### src/rtl/etc_pkg.sv
package etc_pkg;
    typedef enum logic [0:0] {
        ST_RUN  = 1'b0,
        ST_LOAD = 1'b1
    } etc_state_t;
endpackage

### src/rtl/etc_prescaler.sv
module etc_prescaler #(
    parameter int STEP = 16
) (
    input  logic clk,
    input  logic rst_n,
    input  logic clear,
    input  logic en,
    output logic tick
);
    localparam int PW = (STEP > 1) ? $clog2(STEP) : 1;
    localparam logic [PW-1:0] LAST_P = PW'(STEP - 1);

    logic [PW-1:0] phase_q;

    always_ff @(posedge clk or negedge rst_n) begin
        if (!rst_n) begin
            phase_q <= '0;
        end else if (clear) begin
            phase_q <= '0;
        end else if (en) begin
            phase_q <= (phase_q == LAST_P) ? '0 : phase_q + 1'b1;
        end
    end

    assign tick = en && !clear && (phase_q == LAST_P);
endmodule

### src/rtl/etc_frac_counter.sv
module etc_frac_counter #(
    parameter int REF_HZ = 25_000_000,
    parameter int STEP   = 16,
    parameter int W      = 32
) (
    input  logic         clk,
    input  logic         rst_n,
    input  logic         load,
    input  logic [W-1:0] load_val,
    input  logic         tick,
    output logic [W-1:0] count,
    output logic         wrap
);
    localparam logic [W-1:0] LAST_V = W'(REF_HZ - STEP);
    localparam logic [W-1:0] STEP_V = W'(STEP);

    logic at_last;
    assign at_last = (count >= LAST_V);
    assign wrap    = tick && !load && at_last;

    always_ff @(posedge clk or negedge rst_n) begin
        if (!rst_n) begin
            count <= '0;
        end else if (load) begin
            count <= load_val;
        end else if (tick) begin
            count <= at_last ? '0 : count + STEP_V;
        end
    end
endmodule

### src/rtl/etc_secs_counter.sv
module etc_secs_counter #(
    parameter int W = 32
) (
    input  logic         clk,
    input  logic         rst_n,
    input  logic         load,
    input  logic [W-1:0] load_val,
    input  logic         inc,
    output logic [W-1:0] count
);
    always_ff @(posedge clk or negedge rst_n) begin
        if (!rst_n) begin
            count <= '0;
        end else if (load) begin
            count <= load_val;
        end else if (inc) begin
            count <= count + 1'b1;
        end
    end
endmodule

### src/rtl/elapsed_time_counter.sv
module elapsed_time_counter
    import etc_pkg::*;
#(
    parameter int REF_HZ = 25_000_000,
    parameter int STEP   = 16,
    parameter int FRAC_W = 32,
    parameter int SECS_W = 32
) (
    input  logic              clk,
    input  logic              rst_n,
    input  logic              load_req,
    input  logic [FRAC_W-1:0] load_frac,
    input  logic [SECS_W-1:0] load_secs,
    output logic [FRAC_W-1:0] frac_out,
    output logic [SECS_W-1:0] secs_out
);
    localparam logic [FRAC_W-1:0] LOW_MASK = FRAC_W'(STEP - 1);
    localparam logic [FRAC_W-1:0] LAST_V   = FRAC_W'(REF_HZ - STEP);

    etc_state_t state_q, state_d;
    logic       load_en, cnt_en, tick, wrap;
    logic [FRAC_W-1:0] frac_masked, frac_ld, frac_cnt;
    logic [SECS_W-1:0] secs_cnt;

    // State register
    always_ff @(posedge clk or negedge rst_n) begin
        if (!rst_n) begin
            state_q <= ST_RUN;
        end else begin
            state_q <= state_d;
        end
    end

    // Next state: RUN_TO_LOAD / LOAD_TO_RUN
    always_comb begin
        state_d = state_q;
        unique case (state_q)
            ST_RUN:  if (load_req)  state_d = ST_LOAD;
            ST_LOAD: if (!load_req) state_d = ST_RUN;
            default: state_d = ST_RUN;
        endcase
    end

    // State outputs
    always_comb begin
        load_en = 1'b0;
        cnt_en  = 1'b0;
        unique case (state_q)
            ST_RUN:  cnt_en  = 1'b1;
            ST_LOAD: load_en = 1'b1;
            default: cnt_en  = 1'b0;
        endcase
    end

    assign frac_masked = load_frac & ~LOW_MASK;
    assign frac_ld     = (frac_masked > LAST_V) ? '0 : frac_masked;

    etc_prescaler #(.STEP(STEP)) u_pre (
        .clk   (clk),
        .rst_n (rst_n),
        .clear (load_en),
        .en    (cnt_en),
        .tick  (tick)
    );

    etc_frac_counter #(.REF_HZ(REF_HZ), .STEP(STEP), .W(FRAC_W)) u_frac (
        .clk      (clk),
        .rst_n    (rst_n),
        .load     (load_en),
        .load_val (frac_ld),
        .tick     (tick),
        .count    (frac_cnt),
        .wrap     (wrap)
    );

    etc_secs_counter #(.W(SECS_W)) u_secs (
        .clk      (clk),
        .rst_n    (rst_n),
        .load     (load_en),
        .load_val (load_secs),
        .inc      (wrap),
        .count    (secs_cnt)
    );

    // Registered read values
    always_ff @(posedge clk or negedge rst_n) begin
        if (!rst_n) begin
            frac_out <= '0;
            secs_out <= '0;
        end else begin
            frac_out <= frac_cnt;
            secs_out <= secs_cnt;
        end
    end
endmodule

### config.mk
export PLATFORM = sky130hd
export DESIGN_NAME = elapsed_time_counter
export DESIGN_NICKNAME = d
export VERILOG_FILES = /design/src/rtl/etc_pkg.sv /design/src/rtl/etc_prescaler.sv /design/src/rtl/etc_frac_counter.sv /design/src/rtl/etc_secs_counter.sv /design/src/rtl/elapsed_time_counter.sv
export SDC_FILE = /design/constraint.sdc
export NUM_CORES = 1
export LEC_CHECK = 0
export CORE_UTILIZATION = 40
export DETAILED_ROUTE_END_ITERATION = 16
export HOLD_SLACK_MARGIN = 0.08
export PLACE_DENSITY = 0.65
export SYNTH_ARGS = -nofsm -noshare
export SYNTH_HDL_FRONTEND = slang
export SYNTH_HIERARCHICAL = 1
export SYNTH_SLANG_ARGS = --single-unit
export TNS_END_PERCENT = 50
### constraint.sdc
create_clock -name clk -period 3.5 [get_ports clk]
set_input_delay 0.525 -clock clk [delete_from_list [all_inputs] [get_ports clk]]
set_output_delay 0.525 -clock clk [all_outputs]
set_load 0.005 [all_outputs]
Word level (Yosys, flattened, before mapping)
Index checks and enable logic that the tools add are counted.
Widths: inputs -> output; s select.
{"block": "totals", "wordCells": 32, "input_bits": 67, "out_inout_bits": 64, "ff_bits": 133, "ramBits": 0, "mem_count": 0, "romBits": 0, "latch_bits": 0}
{"block": "op_classes", "shift": 0, "n_div": 0, "n_reduce_logical": 7, "n_eq_ne": 2, "magnitude_cmp": 2, "n_mux": 12, "bitwise_logic": 0, "n_mul": 0, "add_sub_neg": 3}
{"cell": "$mux 32", "count": 6}
{"cell": "$add 32x1->32 const B", "count": 1}
{"cell": "$add 32x5->32 const B", "count": 1}
{"cell": "$ge 32x25->1 const B", "count": 1}
{"cell": "$gt 32x25->1 const B", "count": 1}
{"cell": "$mux 4", "count": 3}
{"cell": "$add 4x1->4 const B", "count": 1}
{"cell": "$eq 4x4->1 const B", "count": 1}
{"cell": "$logic_and 1x1->1", "count": 4}
{"cell": "$reduce_bool 2->1", "count": 2}
{"cell": "$mux 1", "count": 3}
{"cell": "$ne 2x1->1 const B", "count": 1}
{"cell": "$logic_not 1->1", "count": 1}

Longest topological paths before layout
{"block": "depth", "depth_word": 8, "ltp_mapped": 11, "ltp_nobuf": 9}

Cells and area by module
The synthesis kept the hierarchy.
{"module": "etc_frac_counter", "area_per_inst_um2": 1998.2, "instances": 1, "cells_per_inst": 227, "seq_area_each_um2": 800.8}
{"module": "elapsed_time_counter", "area_per_inst_um2": 1979.4, "instances": 1, "cells_per_inst": 111, "seq_area_each_um2": 1626.6}
{"module": "etc_secs_counter", "area_per_inst_um2": 1966.9, "instances": 1, "cells_per_inst": 219, "seq_area_each_um2": 800.8}
{"module": "etc_prescaler", "area_per_inst_um2": 202.7, "instances": 1, "cells_per_inst": 21, "seq_area_each_um2": 100.1}

Least setup slack after synthesis
No wires, ideal clock.
{"block": "synth_path", "path_kind": "register -> register", "start": "register state_q", "end": "register u_secs.count[19]", "synth_period_minus_slack_ps": 2954, "stages_incl_launch_ff": 12, "path_slack_ps": 546, "t_arrival_ps": 2872, "cell_sequence": "dfrtp_1 > inv_1 > nand2_2 > nor3_1 > buf_4 > clkinv_1 > a211oi_1 > and4_1 > buf_6 > nand4_4 > or4_1 > a31oi_1"}
{"block": "synth_between", "word_cells_on_any_way": 9, "cone_classes": "mux: 3; reduce/logical: 6"}
{"element": "start, declared", "line": "elapsed_time_counter.sv:20", "rtl": "etc_state_t state_q, state_d;"}
{"element": "start signal, assigned", "line": "elapsed_time_counter.sv:30", "rtl": "state_q <= state_d;"}
{"element": "$mux 1", "line": "elapsed_time_counter.sv:48", "rtl": "unique case (state_q)"}
{"element": "via cnt_en", "line": "elapsed_time_counter.sv:21", "rtl": "logic load_en, cnt_en, tick, wrap;"}
{"element": "$logic_and 1x1->1 (2 in series)", "line": "etc_prescaler.sv:25", "rtl": "assign tick = en && !clear && (phase_q == LAST_P);"}
{"element": "via tick", "line": "elapsed_time_counter.sv:21"}
{"element": "$logic_and 1x1->1 (2 in series)", "line": "etc_frac_counter.sv:19", "rtl": "assign wrap = tick && !load && at_last;"}
{"element": "via wrap", "line": "elapsed_time_counter.sv:21"}
{"element": "$reduce_bool 2->1 (no line)"}
{"element": "end signal, assigned", "line": "etc_secs_counter.sv:15", "rtl": "count <= load_val;"}
{"element": "end signal, assigned", "line": "etc_secs_counter.sv:17", "rtl": "count <= count + 1'b1;"}
{"element": "end, declared", "line": "etc_secs_counter.sv:9", "rtl": "output logic [W-1:0] count"}
The timed path passes the listed nets, and every way through them passes these cells.
A chain may end at the register's enable or synchronous reset.

Worst setup path in the final report
{"block": "layout_path", "start": "register u_frac.count[4]", "end": "register u_secs.count[17]"}
{"block": "layout_between", "elab_chain_len": 3}
{"element": "start, declared", "line": "etc_frac_counter.sv:11", "rtl": "output logic [W-1:0] count,"}
{"element": "start signal, assigned", "line": "etc_frac_counter.sv:25", "rtl": "count <= load_val;"}
{"element": "start signal, assigned", "line": "etc_frac_counter.sv:27", "rtl": "count <= at_last ? '0 : count + STEP_V;"}
{"element": "$ge 32x25->1", "line": "etc_frac_counter.sv:18", "rtl": "assign at_last = (count >= LAST_V);"}
{"element": "$logic_and 1x1->1", "line": "etc_frac_counter.sv:19"}
{"element": "via wrap", "line": "elapsed_time_counter.sv:21"}
{"element": "$reduce_bool 2->1 (no line)"}
The timed path passes the listed nets, and every way through them passes these cells.

==> impl_summary.txt <==
----------------------------------------------------
[Logic synthesis]
  Unique cell type count in the Yosys netlist ... 64
  Number of flip-flops and latches in the synthesized netlist ... 133
  Mean post-synth cell area ... 10.6 um^2
  Compound-cell area share of the yosys netlist ... 12.4%
  Largest family of logic cells by synthesized area ... simple AND/OR/NAND/NOR gates
  Xor and xnor area share after synthesis ... about 3.3%
  Number of enable-type register cells in the synthesized netlist ... 0
  Count of mapped cells out of synthesis ... slightly below 600
  Mapped cell area ... slightly above 6000 um^2
  Portion of the post-synthesis area used by sequential elements ... 54.1%
  Share of synthesized cell area in full adder, half adder and majority cells ... 0.611%
  Synthesized-area fraction occupied by and/or/nand/nor cells ... 26.0%
  Multiplexer share of the synthesized area ... 0.651%
  Count of warnings emitted by yosys ... 6
  Most frequently used flop master after synthesis ... sky130_fd_sc_hd__dfrtp_1
  Fraction of registers with async set or reset after synthesis ... 100%

[Clocking]
  Resize count post-CTS ... 0
  TritonCTS Buffers ... 17
  Clock buffer depth ... 2
  CTS tree ... yes
  Number of H-tree levels ... 4
  Num Clock Sinks ... 133
  Clk root buf ... sky130_fd_sc_hd__clkbuf_16
  Clock Latency Late Sink ... approximately 410 ps
  Number of buffers added to fix hold violations after cts ... 0
  Total setup buffers inserted after CTS ... 0
  Clock transition at the registers of the reported paths ... 60 ps

[Final layout]
  Area occupied by multi-input gates ... 2690 um^2
  Total area of sequential cells ... 3330 um^2
  Layout area overhead ... 32.4%
  Filler instances ... 1275
  Layout net count ... around 790
  Layout cells sized above 1 ... 11.5%
  Count of antenna diodes in the layout ... 0

[Timing]
  Final slew viol count ... 0
  Minimum setup slack in the final design ... 383 ps
  Worst rel slew slack ... 39.9%
  Max Clock Freq ... 0.321 GHz
  Worst Max-Slew Pin Slew ... approximately 900 ps
  Final period util ... around nine tenths
  Final TNS setup ... 0 ps
  Post-layout minimum cycle time ... ~3100 ps
  Setup skew after layout ... 11.1 ps
  Final setup viols ... 0
  Hold violation count in the final report ... 0
  RSZ-0062 raised after global routing ... false

[Drt]
  Total via count in the routed design ... between 4k and 5k
  DRC violation count after routing ... 0
  ANT nets after route ... 0
  Number of design-rule violations left by the first detailed-router iteration ... 488
  1st-pass router iterations ... 7
  Via density ... 5.47
  Wirelength per Cell ... 16.1 um
  Wirelength, routed ... 14700 um

[Critical path]
  Crit path max fanout ... 10
  Data required time of the critical path ... 3830 ps
  Arrival time of the worst setup path ... 3450 ps
  Nature of the critical path endpoint ... flip-flop
  Type of the worst setup path ... reg -> reg
  Launching element type of the critical path ... flip-flop

[Power and ir drop]
  LEAKAGE ... 3.24 nW
  Total power draw ... 3.65 mW
  Power per cell area ... around 450 nW/um^2
  Maximum vdd ir drop ... 0.000290 V

[Placement]
  Count of port buffers added during placement ... 126
  Detailed placer's ending HPWL ... 10000 um
  GPL Wtd Cong ... approximately 0.8
  Worst slack, placed ... 464 ps

[GRT]
  Antenna violations before repair ... 0
  Global-route wire length before repair ... around 24000 um
  Total gr overflow ... 0
  Pin count of the biggest net entering global routing ... 91
  Vias in the first global route ... 4957
  Total GRT Usage ... between 15 and 20%

[Floorplan]
  Site row count ... 44
  Vert. Die Dim ... approximately 130 um
  Count of boundary I/O pins ... 131
  Initial core utilization ... a little over two fifths
  Die Wd ... about 130 um
  Core footprint ... about 15000 um^2
  Overall die area ... around 16000 um^2

[Job]
  Max-cap viol count ... 0

[Outcome]
  Status ... finished clean

[Worst hold path]
  Worst hold path type ... in -> async

----------------------------------------------------
-- report_power, final --
group          total (mW)  internal, mW  switching, mW  leakage [nW]
Clock                1.56         0.902          0.656         0.250
Combinational       0.373         0.211          0.163          1.34
Sequential           1.72          1.64         0.0844          1.65
-- placed cells by master, fill, tap and decap left out, drive strengths merged, types with 8 or more instances in the layout --
cell,synthesis,final
clkdlybuf4s50,0,125
a31oi,18,18
clkinv,1,8
o211ai,16,16
nand3,26,26
o21ai,45,45
nor3,11,11
buf,10,9
clkbuf,15,20
nand2,71,71
inv,9,11
xor2,17,17
or4,12,12
nand4,25,25
nor2b,20,20
dfrtp,133,133
conb,1,11
nor2,33,33
nand2b,12,12
and3,12,12
o31ai,10,10
nor4,13,13
a21oi,9,9
-- per-stage QoR --
step           util [%]  std cells  hold slack [ps]  cell area, um^2
2_1_floorplan         -        588              229             6180
3_3_place_gp       51.6        881              362             7620
3_5_place_dp       51.6        881              360             7620
4_1_cts            55.1        913              152             8140
5_1_grt            55.1        913              188             8140
6_report           55.1        913              138             8140
-- routing by layer --
metal  global-route usage, %  vias to the layer above  wire length (um)
met1                    25.5                     2443              6420
met4                    7.58                        0               205
met5                       0                        -                 0
li1                        -                     2369                 -
met3                    5.44                       21               849
met2                    31.4                      165              7180
-- worst paths after layout --
| kind | startpoint | to | slack [ps] | cells after the start |
|---|---|---|---|---|
| worst max-delay path | u_frac/count[4] | u_secs/count[17] | 380 | 10 |
| worst min-delay path | rst_n | secs_out[30] | 140 | 1 |
| worst max register to register | u_frac/count[4] | u_secs/count[17] | 380 | 10 |
| worst min register to register | u_frac/count[1] | frac_out[1] | 370 | 0 |
| max in group asynchronous | rst_n | u_frac/count[12] | 2510 | 2 |
| min in group clk | u_frac/count[1] | frac_out[1] | 370 | 0 |
-- registers in the layout, summed over array words and instances, names as in the netlist --
| name | cells |
|---|---|
| u_frac/count | 32 |
| secs_out | 32 |
| state_q | 1 |
| u_pre/phase_q | 4 |
| frac_out | 32 |
| u_secs/count | 32 |
-- cell type report --
| type | count | area share (%) |
|---|---|---|
| flip-flops and latches | 133 | 40.9 |
| multi-input cells | 420 | 33.0 |
| repair buffers | 134 | 16.4 |
| clock buffers | 20 | 5.37 |
| well taps | 184 | 2.83 |
| clock inverters | 12 | 1.01 |
| inverters | 10 | 0.461 |
-- logic make-up after synthesis --
kind of cell	count (synthesis)
and+or+nand+nor	269
DFF	133
AOI/OAI and AO/OA	110
buffers and inverters	35
xor gates and xnor gates	23
muxes	4
adders and majority gates	3
other	1
-- cells in the mapped netlist, types with 3 or more instances --
cell                       instances  area, um^2
sky130_fd_sc_hd__and3_1           10        62.6
sky130_fd_sc_hd__nor2b_1          10        62.6
sky130_fd_sc_hd__nand4b_1          3        26.3
sky130_fd_sc_hd__nand2_1          70         263
sky130_fd_sc_hd__ha_1              3        37.5
sky130_fd_sc_hd__and4_1            4        35.0
sky130_fd_sc_hd__xor2_1           17         149
sky130_fd_sc_hd__nor3_1           11        55.1
sky130_fd_sc_hd__buf_6             3        33.8
sky130_fd_sc_hd__o211ai_1         16         120
sky130_fd_sc_hd__nand3_1          21         105
sky130_fd_sc_hd__nor4_1           10        62.6
sky130_fd_sc_hd__nand3_4           3        52.6
sky130_fd_sc_hd__or3_1             5        31.3
sky130_fd_sc_hd__xnor2_1           6        52.6
sky130_fd_sc_hd__or2b_1            3        22.5
sky130_fd_sc_hd__o21ai_2          10        87.6
sky130_fd_sc_hd__or4_1            12        90.1
sky130_fd_sc_hd__and2_1            6        37.5
sky130_fd_sc_hd__nor3b_1           3        22.5
sky130_fd_sc_hd__nor2_1           31         116
sky130_fd_sc_hd__clkbuf_1         15        56.3
sky130_fd_sc_hd__nand4_1          22         138
sky130_fd_sc_hd__a21oi_1           8        40.0
sky130_fd_sc_hd__inv_1             9        33.8
sky130_fd_sc_hd__mux2i_1           4        40.0
sky130_fd_sc_hd__buf_4             4        30.0
sky130_fd_sc_hd__o31ai_1          10        75.1
sky130_fd_sc_hd__buf_2             3        15.0
sky130_fd_sc_hd__nand2b_1         12        75.1
sky130_fd_sc_hd__a31oi_1          18         113
sky130_fd_sc_hd__nor2b_2          10        87.6
sky130_fd_sc_hd__o21ai_0          31         155
sky130_fd_sc_hd__o21ai_1           4        20.0
sky130_fd_sc_hd__dfrtp_1         133        3330
-- critical path, cell delays in order (launching register included) --
cell and delay (ps):
sky130_fd_sc_hd__dfrtp_1 440, sky130_fd_sc_hd__ha_1 270, sky130_fd_sc_hd__nor4_1 100, sky130_fd_sc_hd__a2bb2oi_2 190, sky130_fd_sc_hd__nand2_1 270, sky130_fd_sc_hd__a211oi_1 320, sky130_fd_sc_hd__buf_4 190, sky130_fd_sc_hd__and4_1 370
sky130_fd_sc_hd__nand4_4 180, sky130_fd_sc_hd__or4_1 520, sky130_fd_sc_hd__a31oi_1 190
Power figures use the tool's default switching activity.
